<file path="src/rtl/i2c_regif_pkg.sv">
package i2c_regif_pkg;
    // Protocol engine states
    typedef enum logic [2:0] {
        ST_IDLE,
        ST_RX,
        ST_ACK,
        ST_TX,
        ST_MACK,
        ST_TXLOAD
    } st_e;

    // Meaning of the byte currently being received
    typedef enum logic [1:0] {
        K_SLV,
        K_REG,
        K_DAT
    } kind_e;
endpackage

</file>
<file path="src/rtl/i2c_line_front.sv">
module i2c_line_front #(
    parameter int STAGES = 2
) (
    input  logic clk,
    input  logic rst_n,
    input  logic scl_i,
    input  logic sda_i,
    output logic scl_s,
    output logic sda_s,
    output logic scl_rise,
    output logic scl_fall,
    output logic start_det,
    output logic stop_det
);
    typedef struct packed {
        logic [STAGES-1:0] scl_sy;
        logic [STAGES-1:0] sda_sy;
        logic              scl_p;
        logic              sda_p;
    } fe_t;

    fe_t fe_d, fe_q;

    always_comb begin
        fe_d        = fe_q;
        fe_d.scl_sy = {fe_q.scl_sy[STAGES-2:0], scl_i};
        fe_d.sda_sy = {fe_q.sda_sy[STAGES-2:0], sda_i};
        fe_d.scl_p  = fe_q.scl_sy[STAGES-1];
        fe_d.sda_p  = fe_q.sda_sy[STAGES-1];
    end

    always_ff @(posedge clk or negedge rst_n) begin
        if (!rst_n) fe_q <= '1;
        else        fe_q <= fe_d;
    end

    assign scl_s     = fe_q.scl_sy[STAGES-1];
    assign sda_s     = fe_q.sda_sy[STAGES-1];
    assign scl_rise  = scl_s & ~fe_q.scl_p;
    assign scl_fall  = ~scl_s & fe_q.scl_p;
    assign start_det = scl_s & fe_q.scl_p & fe_q.sda_p & ~sda_s;
    assign stop_det  = scl_s & fe_q.scl_p & ~fe_q.sda_p & sda_s;
endmodule

</file>
<file path="src/rtl/i2c_reg_bank.sv">
module i2c_reg_bank #(
    parameter int NUM_REGS = 16,
    parameter int DATA_W   = 8,
    parameter int BASE_RST = 'h4A
) (
    input  logic              clk,
    input  logic              rst_n,
    input  logic              we,
    input  logic [DATA_W-1:0] waddr,
    input  logic [DATA_W-1:0] wdata,
    input  logic [DATA_W-1:0] raddr,
    output logic [DATA_W-1:0] rdata,
    output logic [DATA_W-2:0] base,
    output logic              mode
);
    localparam int SA_W  = DATA_W - 1;
    localparam int IDX_W = $clog2(NUM_REGS);

    logic [NUM_REGS*DATA_W-1:0] flat;

    for (genvar i = 0; i < NUM_REGS; i++) begin : g_cell
        localparam logic [DATA_W-1:0] MASK =
            (i == 0) ? DATA_W'((1 << SA_W) - 1) :
            (i == 1) ? DATA_W'(1) : {DATA_W{1'b1}};
        localparam logic [DATA_W-1:0] RSTV = (i == 0) ? DATA_W'(BASE_RST) : '0;

        logic [DATA_W-1:0] cell_d, cell_q;

        always_comb begin
            cell_d = cell_q;
            if (we && waddr == DATA_W'(i)) cell_d = wdata & MASK;
        end

        always_ff @(posedge clk or negedge rst_n) begin
            if (!rst_n) cell_q <= RSTV;
            else        cell_q <= cell_d;
        end

        assign flat[i*DATA_W +: DATA_W] = cell_q;
    end

    always_comb begin
        if (int'(raddr) < NUM_REGS) rdata = flat[raddr[IDX_W-1:0]*DATA_W +: DATA_W];
        else                        rdata = '0;
    end

    assign base = flat[SA_W-1:0];
    assign mode = flat[DATA_W];
endmodule

</file>
<file path="src/rtl/i2c_proto_fsm.sv">
module i2c_proto_fsm
    import i2c_regif_pkg::*;
#(
    parameter int DATA_W = 8,
    parameter int PIN_W  = 2
) (
    input  logic                    clk,
    input  logic                    rst_n,
    input  logic                    sda_s,
    input  logic                    scl_rise,
    input  logic                    scl_fall,
    input  logic                    start_det,
    input  logic                    stop_det,
    input  logic [DATA_W-2:PIN_W]   base_hi,
    input  logic [PIN_W-1:0]        pins,
    input  logic                    mode,
    input  logic [DATA_W-1:0]       rdata,
    output logic                    sda_oe,
    output logic                    we,
    output logic [DATA_W-1:0]       waddr,
    output logic [DATA_W-1:0]       wdata,
    output logic [DATA_W-1:0]       raddr
);
    localparam int SA_W  = DATA_W - 1;
    localparam int CNT_W = $clog2(DATA_W + 1);

    typedef struct packed {
        st_e               st;
        kind_e             kind;
        logic              rw;
        logic [CNT_W-1:0]  cnt;
        logic [DATA_W-1:0] sh;
        logic [DATA_W-1:0] ptr;
        logic              oe;
    } fsm_t;

    fsm_t s_d, s_q;
    logic [SA_W-1:0] eff_addr;

    assign eff_addr = {base_hi, pins};

    always_comb begin
        s_d   = s_q;
        we    = 1'b0;
        waddr = s_q.ptr;
        wdata = s_q.sh;
        if (start_det) begin
            s_d.st   = ST_RX;
            s_d.kind = K_SLV;
            s_d.cnt  = '0;
            s_d.oe   = 1'b0;
        end else if (stop_det) begin
            s_d.st = ST_IDLE;
            s_d.oe = 1'b0;
        end else begin
            unique case (s_q.st)
                ST_RX: begin
                    if (scl_rise && s_q.cnt != CNT_W'(DATA_W)) begin
                        s_d.sh  = {s_q.sh[DATA_W-2:0], sda_s};
                        s_d.cnt = s_q.cnt + 1'b1;
                    end else if (scl_fall && s_q.cnt == CNT_W'(DATA_W)) begin
                        unique case (s_q.kind)
                            K_SLV: begin
                                if (s_q.sh[DATA_W-1:1] == eff_addr) begin
                                    s_d.oe   = 1'b1;
                                    s_d.rw   = s_q.sh[0];
                                    s_d.kind = K_REG;
                                    s_d.st   = ST_ACK;
                                end else begin
                                    s_d.st = ST_IDLE;
                                end
                            end
                            K_REG: begin
                                s_d.ptr  = s_q.sh;
                                s_d.oe   = 1'b1;
                                s_d.kind = K_DAT;
                                s_d.st   = ST_ACK;
                            end
                            default: begin
                                we       = 1'b1;
                                s_d.oe   = 1'b1;
                                s_d.st   = ST_ACK;
                                if (mode) s_d.kind = K_REG;
                                else      s_d.ptr  = s_q.ptr + 1'b1;
                            end
                        endcase
                    end
                end
                ST_ACK: begin
                    if (scl_fall) begin
                        s_d.cnt = '0;
                        if (s_q.rw) begin
                            s_d.sh = rdata;
                            s_d.oe = ~rdata[DATA_W-1];
                            s_d.st = ST_TX;
                        end else begin
                            s_d.oe = 1'b0;
                            s_d.st = ST_RX;
                        end
                    end
                end
                ST_TX: begin
                    if (scl_fall) begin
                        if (s_q.cnt == CNT_W'(DATA_W - 1)) begin
                            s_d.oe = 1'b0;
                            s_d.st = ST_MACK;
                        end else begin
                            s_d.cnt = s_q.cnt + 1'b1;
                            s_d.sh  = s_q.sh << 1;
                            s_d.oe  = ~s_q.sh[DATA_W-2];
                        end
                    end
                end
                ST_MACK: begin
                    if (scl_rise) begin
                        if (!sda_s) begin
                            s_d.ptr = s_q.ptr + 1'b1;
                            s_d.st  = ST_TXLOAD;
                        end else begin
                            s_d.st = ST_IDLE;
                        end
                    end
                end
                ST_TXLOAD: begin
                    if (scl_fall) begin
                        s_d.sh  = rdata;
                        s_d.oe  = ~rdata[DATA_W-1];
                        s_d.cnt = '0;
                        s_d.st  = ST_TX;
                    end
                end
                default: ;
            endcase
        end
    end

    always_ff @(posedge clk or negedge rst_n) begin
        if (!rst_n) begin
            s_q      <= '0;
            s_q.st   <= ST_IDLE;
            s_q.kind <= K_SLV;
        end else begin
            s_q <= s_d;
        end
    end

    assign sda_oe = s_q.oe;
    assign raddr  = s_q.ptr;
endmodule

</file>
<file path="src/rtl/i2c_regif_slave.sv">
module i2c_regif_slave #(
    parameter int NUM_REGS    = 16,
    parameter int DATA_W      = 8,
    parameter int SYNC_STAGES = 2,
    parameter int PIN_W       = 2,
    parameter int BASE_RST    = 'h4A
) (
    input  logic             clk,
    input  logic             rst_n,
    input  logic             scl_i,
    input  logic             sda_i,
    output logic             sda_oe,
    input  logic [PIN_W-1:0] addr_sel
);
    localparam int SA_W = DATA_W - 1;

    logic scl_s, sda_s, scl_rise, scl_fall, start_det, stop_det;
    logic reg_we, wr_mode;
    logic [DATA_W-1:0] reg_waddr, reg_wdata, reg_raddr, reg_rdata;
    logic [SA_W-1:0]   base_addr;

    i2c_line_front #(.STAGES(SYNC_STAGES)) u_front (
        .clk       (clk),
        .rst_n     (rst_n),
        .scl_i     (scl_i),
        .sda_i     (sda_i),
        .scl_s     (scl_s),
        .sda_s     (sda_s),
        .scl_rise  (scl_rise),
        .scl_fall  (scl_fall),
        .start_det (start_det),
        .stop_det  (stop_det)
    );

    i2c_reg_bank #(
        .NUM_REGS (NUM_REGS),
        .DATA_W   (DATA_W),
        .BASE_RST (BASE_RST)
    ) u_bank (
        .clk   (clk),
        .rst_n (rst_n),
        .we    (reg_we),
        .waddr (reg_waddr),
        .wdata (reg_wdata),
        .raddr (reg_raddr),
        .rdata (reg_rdata),
        .base  (base_addr),
        .mode  (wr_mode)
    );

    i2c_proto_fsm #(.DATA_W(DATA_W), .PIN_W(PIN_W)) u_fsm (
        .clk       (clk),
        .rst_n     (rst_n),
        .sda_s     (sda_s),
        .scl_rise  (scl_rise),
        .scl_fall  (scl_fall),
        .start_det (start_det),
        .stop_det  (stop_det),
        .base_hi   (base_addr[SA_W-1:PIN_W]),
        .pins      (addr_sel),
        .mode      (wr_mode),
        .rdata     (reg_rdata),
        .sda_oe    (sda_oe),
        .we        (reg_we),
        .waddr     (reg_waddr),
        .wdata     (reg_wdata),
        .raddr     (reg_raddr)
    );
endmodule

</file>
<file path="config.mk">
export PLATFORM = sky130hd
export DESIGN_NAME = i2c_regif_slave
export DESIGN_NICKNAME = d
export VERILOG_FILES = /design/src/rtl/i2c_regif_pkg.sv /design/src/rtl/i2c_line_front.sv /design/src/rtl/i2c_reg_bank.sv /design/src/rtl/i2c_proto_fsm.sv /design/src/rtl/i2c_regif_slave.sv
export SDC_FILE = /design/constraint.sdc
export NUM_CORES = 1
export LEC_CHECK = 0
export BUFFER_PORTS_ARGS = -buffer_cell sky130_fd_sc_hd__clkbuf_2
export CAP_MARGIN = 20
export CORE_MARGIN = 2
export CORE_UTILIZATION = 60
export DETAILED_ROUTE_END_ITERATION = 16
export PLACE_DENSITY = 0.79
export SYNTH_ARGS = -nofsm -noshare
export SYNTH_HDL_FRONTEND = slang
export SYNTH_SLANG_ARGS = --single-unit
</file>
<file path="constraint.sdc">
create_clock -name clk -period 3.4 [get_ports clk]
set_input_delay 0.68 -clock clk [delete_from_list [all_inputs] [get_ports clk]]
set_output_delay 0.68 -clock clk [all_outputs]
set_load 0.02 [all_outputs]
</file>
==> flow_summary.yaml, run 1 <==
final_layout:
  post-route-util_pct: 68.3
  syn_to_final_growth_pct: 10.5
  num_antenna_cells: 0
  stdcell_count: 791
  layout-drive-gt1-share_pct: 39.9
  final_nets: 618
hold_path:
  hold_path.class: "input pin to asynchronous set/reset pin"
synth:
  syn_nets: 621
  synthArstFlopShare_pct: 100
  synth_enable_flop_cells: 0
  synth_seq_cells: 153
  synth.yosys.seq_area_share_pct: 49.0
  synth-main-ff-cell: "dfrtp_1"
  yosysUniqueCellTypes: 63
  ys.warnings.count: 0
  synthCells: 609
  synth_area_um2: 7830
  synth.avg_cell_area_um2: 12.9
sta:
  drv_slew: 0
  rsz0062_at_grt: "false"
  timing.final.crit_period_ns: 2.56
  tns_ns: 0
  relSlewSlack_pct: 43.2
  worst_pin_slew_ns: 0.852
  setup_viol: 0
  finClkSkew_ns: 0.00934
  finalCritPeriodShare_pct: 75.2
  hold_viol_final: 0
  fmax_mhz: 391
clock_tree:
  post_cts_resized: 0
  post-cts-setup-buffers: 0
  clk_latency_ns: 0.43
  cts_made_buffers: 17
  htree_levels: 4
  cts_buffer_depth: 2
  cts_tree: "done"
  root_buffer: "clkbuf_16"
  cts.clk_slew.worst_paths_ns: 0.06
  cts_sinks: 153
  hold_buffers: 0
die:
  ios: 7
  die_area_um2: 14000
  die-width_um: 118
  initial_core_util_pct: 61.8
  num_rows: 41
  die_y_um: 118
  core-area_um2: 12700
worst_setup_path:
  path_buf_inv: 2
  r2r_cells: 8
  crit_slowest_cell: "a2111oi_4"
  slowest_delay_ns: 0.62
  path_cells: "inv_1, ha_1, nand3b_1, nand4bb_4, a2111oi_4, buf_4, o21ai_0, a22o_1"
  crit_family: "compound AO/OA/AOI/OAI gates"
  reg2reg_to: "u_fsm.raddr[2]"
  critPathKind: "flop to flop"
  crit_required_ns: 3.71
  crit_arrival_ns: 2.87
  r2r-start: "u_fsm.s_q[17]"
  startpoint_type: "flop"
  worst-r2r-setup-slack_ns: 0.84
  cp_max_fo: 9
  critPathCaptureType: "flop"
routing:
  drt_iter0_markers: 449
  post-route-drc-count: 0
  routed_wl_mm: 17.1
  num_vias: 4999
  firstDrtPassIters: 5
  avgViaCountPerCell: 6.32
  drt-wirelength-per-cell_um: 21.7
  ant_nets: 0
global_routing:
  grt_pass1_wl_mm: 28.2
  antenna_found_initial: 0
  grt_max_degree: 76
  overflow: 0
  grt_pass1_vias: 5222
  grt_usage_pct: 26.2
pwr:
  p_leak_nw: 4.07
  powerDensity_nw_per_um2: 683
  ir_drop_mv: 0.674
placement:
  dp_hpwl_mm: 11.6
  place_inst: 759
  place_congestion: 0.908
  port_buffers: 6
flow_run:
  max-cap-violations: 0
outcome:
  outcome: "finished, final reports clean"
==> placed cells by master, fill, tap and decap left out, types with 3 or more instances in the layout <==
| master | n |
|---|---|
| o41ai_1 | 5 |
| clkbuf_16 | 17 |
| nor2b_1 | 7 |
| nand4_1 | 3 |
| o211ai_1 | 8 |
| clkbuf_2 | 5 |
| mux4_2 | 25 |
| or2_2 | 5 |
| mux2i_1 | 8 |
| dfstp_2 | 9 |
| xnor2_1 | 4 |
| o22ai_1 | 3 |
| nor2_4 | 10 |
| nand2b_1 | 10 |
| inv_1 | 6 |
| ha_1 | 6 |
| buf_4 | 11 |
| bufinv_16 | 4 |
| a31oi_1 | 3 |
| a22o_1 | 5 |
| xor2_1 | 4 |
| a21oi_1 | 24 |
| dfrtp_1 | 142 |
| nand2_1 | 35 |
| nor3b_1 | 6 |
| inv_6 | 3 |
| mux2_2 | 129 |
| nor3_1 | 4 |
| nor2_1 | 23 |
| clkinvlp_4 | 4 |
| nand3b_1 | 6 |
| nand2_4 | 4 |
| a21o_1 | 3 |
| o21ai_0 | 14 |
| nand3_1 | 17 |
| nor2_8 | 4 |
==> layer usage <==
layer,vias up,GRT usage (%),share of wire (%)
li1,2230,-,-
met1,2593,37.0,45
met2,144,40.4,48
met3,32,6.23,5.4
met4,0,8.43,2.0
met5,-,0,0
==> through the flow <==
stage	hold WS [ns]	area (um^2)	worst slack, ns	power, W
finish	0.278	8650	0.842	0.00591
global route	0.309	8650	0.649	0.00617
CTS	0.286	8650	0.869	0.00590
detailed placement	0.347	8020	0.852	0.00388
global placement	0.346	8020	0.928	0.00381
floorplan	0.345	7830	1.03	0.00339
==> worst register-to-register path: stages (launching register included) <==
cell and delay, ns:
dfrtp_1 0.40, inv_1 0.10, ha_1 0.16, nand3b_1 0.24, nand4bb_4 0.33, a2111oi_4 0.62, buf_4 0.26, o21ai_0 0.09
a22o_1 0.25
==> flip-flops by register name, indices dropped and copies added, names as in the netlist <==
name / flops
u_front.scl_s: 1
u_bank.g_cell.cell_q: 120
u_front.sda_s: 1
u_front.fe_q: 2
u_fsm.s_q: 10
u_front.fe_d: 2
u_fsm.wdata: 8
u_fsm.sda_oe: 1
u_fsm.raddr: 8
==> power breakdown <==
group | switching, W | total (W) | internal [W] | leakage, nW
sequential | 0.000489 | 0.00244 | 0.00195 | 2.07
clock | 0.000769 | 0.00203 | 0.00126 | 0.299
combinational | 0.000838 | 0.00145 | 0.000610 | 1.70
total | 0.00210 | 0.00591 | 0.00382 | 4.07
==> layout make-up <==
cell class                 instances  area [um^2]
fill                             898         4020
sequential                       153         3840
multi-input combinational        410         3800
clock buffer                      19          443
tap                              172          215
clock inverter                    13          193
timing repair buffer              18          139
inverter                           6         22.5
==> kinds of logic after synthesis <==
group                      share of synthesized area [%]
DFF                                                 49.0
adders and majority gates                          0.958
muxes                                               26.9
AOI/OAI and AO/OA                                   7.67
buffers and inverters                               2.48
and+or+nand+nor                                     12.1
xor gates and xnor gates                           0.894
==> synthesized netlist by cell type (all sizes together), types with 3 or more instances <==
master,number,share of area (%)
nand3,17,1.1
ha,6,0.96
inv,6,0.29
nor2b,7,0.56
a31oi,3,0.24
o21ai,14,0.89
o41ai,5,0.56
nor2,38,3.6
mux2,130,19
o22ai,3,0.24
nand2,39,2.3
buf,10,0.75
xor2,4,0.45
a21o,3,0.29
mux2i,8,1.0
nand4,3,0.24
mux4,25,7.2
a22o,5,0.56
or2,5,0.40
clkbuf,30,1.4
nor3b,7,0.73
xnor2,4,0.45
nor3,5,0.46
dfrtp,144,46
nand3b,6,0.58
a21oi,24,1.5
o211ai,8,0.77
dfstp,9,3.0
nand2b,11,0.91
==> worst max path at each step <==
stage / startpoint / cells past startpoint / end
floorplan: u_fsm.raddr[0] / 9 / u_bank.g_cell[0].cell_q[0]
global placement: u_fsm.raddr[0] / 6 / u_fsm.wdata[7]
detailed placement: u_fsm.s_q[17] / 8 / u_fsm.raddr[2]
CTS: u_fsm.raddr[0] / 6 / u_fsm.wdata[7]
global route: u_fsm.s_q[17] / 8 / u_fsm.raddr[2]
finish: u_fsm.s_q[17] / 8 / u_fsm.raddr[2]
Note: power is estimated with default switching activity, not from simulation.
==> inputs of run 2 (changes only) <==
CORE_UTILIZATION = 57   (was 60)
clock period = 2.2 ns   (was 3.4 ns; I/O delays follow)
==> flow_summary.yaml, run 2 (synthesized netlist as in run 1, its figures left out) <==
hold_path:
  min_path_cells: 1
  hold_path.class: "input pin to flop"
  min_delay_worst_endpoint: "u_front.fe_d[5]"
  min_from: "scl_i"
worst_setup_path:
  critPathCaptureType: "flop"
  r2r_cells: 7
  cp_max_fo: 7
  r2r-start: "u_fsm.raddr[5]"
  critPathKind: "flop to flop"
  startpoint_type: "flop"
  startpoint: "u_fsm.raddr[5]"
  crit_arrival_ns: 2.53
  worst-r2r-setup-slack_ns: -0.03
  crit_required_ns: 2.51
  reg2reg_to: "u_bank.g_cell[5].cell_q[6]"
pwr:
  switching_power_w: 0.00340
  p_comb_share_pct: 34.4
  internal-power_w: 0.00610
  clockPowerShare_pct: 30.5
  ir_drop_mv: 0.782
  powerDensity_nw_per_um2: 1040
  p_leak_nw: 4.30
  swShare_pct: 35.8
  p_seq_share_pct: 35.0
clock_tree:
  cts_tree: "done"
  cts_sinks: 153
  cts.clk_slew.worst_paths_ns: 0.06
  root_buffer: "clkbuf_16"
  cts_buffer_depth: 2
  cts_made_buffers: 17
  clk_latency_ns: 0.43
  htree_levels: 4
placement:
  place_congestion: 0.904
  port_buffers: 6
  dp_hpwl_mm: 12.1
  dpl_cell_area_um2: 8270
routing:
  avgViaCountPerCell: 6.35
  drt-wirelength-per-cell_um: 22.5
  firstDrtPassIters: 9
  num_vias: 5282
  post-route-drc-count: 0
  ant_nets: 0
  drt_iter0_markers: 503
  routed_wl_mm: 18.7
final_layout:
  final_common_cell: "dfrtp_1"
  regMostFlops: "u_bank.g_cell.cell_q"
  post-route-util_pct: 68.1
  num_antenna_cells: 0
  finalInstanceArea_um2: 9090
  layout_common_cells: "142 x dfrtp_1, 115 x mux2_2, 38 x buf_4, 32 x nand2_1, 25 x mux4_2"
  final_nets: 655
  reg_top3: "u_bank.g_cell.cell_q (120), u_fsm.s_q (10)"
  layout-drive-gt1-share_pct: 44.5
  syn_to_final_growth_pct: 16.1
  largest_reg_flops: 120
sta:
  finalCritPeriodShare_pct: 101
  drv_slew: 0
  fmax_mhz: 449
  holdWs_ns: 0.0909
  relSlewSlack_pct: 52.1
  timing.final.crit_period_ns: 2.23
  worst_pin_slew_ns: 0.719
  rsz0062_at_grt: "true"
  hold_viol_final: 0
  setup_viol: 17
  tns_ns: -0.182
  fin_ws_ns: -0.0256
  finClkSkew_ns: 0.00795
die:
  die-width_um: 121
  num_rows: 42
  die_y_um: 121
  core-area_um2: 13300
  initial_core_util_pct: 58.7
  ios: 7
  die_area_um2: 14700
global_routing:
  grt_usage_pct: 26.6
  antenna_found_initial: 0
  grt_pass1_vias: 5324
  grt_pass1_wl_mm: 29.1
  grt_max_degree: 62
  overflow: 0
outcome:
  outcome: "complete, but fails checks"
  violations: "negative setup slack"
flow_run:
  max-cap-violations: 0
-- run 2: changes by cell type in the layout (fill, tap and decap cells not counted), sizes merged --
cell and change:
buf +36, bufinv -2, clkbuf +3, clkinv +5, clkinvlp -3, dlygate4sd3 +1
inv -3
-- run 2: stage by stage --
step	std cells	setup slack [ns]	total power [W]
CTS	820	0.00453	0.00924
detailed placement	787	-0.00142	0.00635
finish	832	-0.0256	0.00949
floorplan	609	0.0139	0.00526
global route	832	-0.0826	0.00986
global placement	787	0.0335	0.00624
-- run 2: layout make-up --
class,count,area (um^2)
Fill cell,922,4260
Multi-Input combinational cell,410,3900
Sequential cell,153,3840
Timing Repair Buffer,55,523
Clock buffer,22,464
Tap cell,176,220
Clock inverter,10,121
Inverter,6,22.5
-- run 2: timing repair --
item                                   4_1_cts  5_1_grt
gates resized for setup                      2       27
setup buffers                                0       11
gates cloned                                 0        1
hold buffers                                 1        0
pin swaps                                    1       17
endpoints found under the hold margin       36        0
setup endpoints to repair                    4      140
-- run 2: power groups by stage --
stage / Combinational, W / Clock (W) / Sequential (W)
finish: 0.00327 / 0.00290 / 0.00332
global placement: 0.00290 / 0 / 0.00333
global route: 0.00347 / 0.00305 / 0.00334
detailed placement: 0.00300 / 0 / 0.00335
floorplan: 0.00207 / 0 / 0.00320
CTS: 0.00300 / 0.00293 / 0.00330
-- run 2: worst max path at each step --
stage                             endpoint  slack (ns)  cells past startpoint
2_1_floorplan  u_bank.g_cell[13].cell_q[0]        0.01                      6
3_3_place_gp                u_fsm.raddr[7]        0.03                      7
3_5_place_dp                 u_fsm.s_q[19]      -0.001                      6
4_1_cts                     u_fsm.wdata[6]       0.005                      5
5_1_grt         u_bank.g_cell[5].cell_q[4]       -0.08                      7
6_report        u_bank.g_cell[5].cell_q[6]       -0.03                      7
-- run 2: critical path: stages (launching register included) --
cell     delay (ns)
dfrtp_1        0.38
or4_4          0.58
nor3_4         0.23
buf_12         0.16
nand2_4        0.10
nor2_4         0.19
buf_12         0.15
mux2_2         0.32
-- run 2: metal layers --
layer  up-vias  share of wire (%)  global-route usage, %
met5         -                  0                      0
met1      2717                 43                   36.5
met3        49                6.2                   6.44
met4         0                2.7                   11.5
li1       2302                  -                      -
met2       214                 48                   40.6
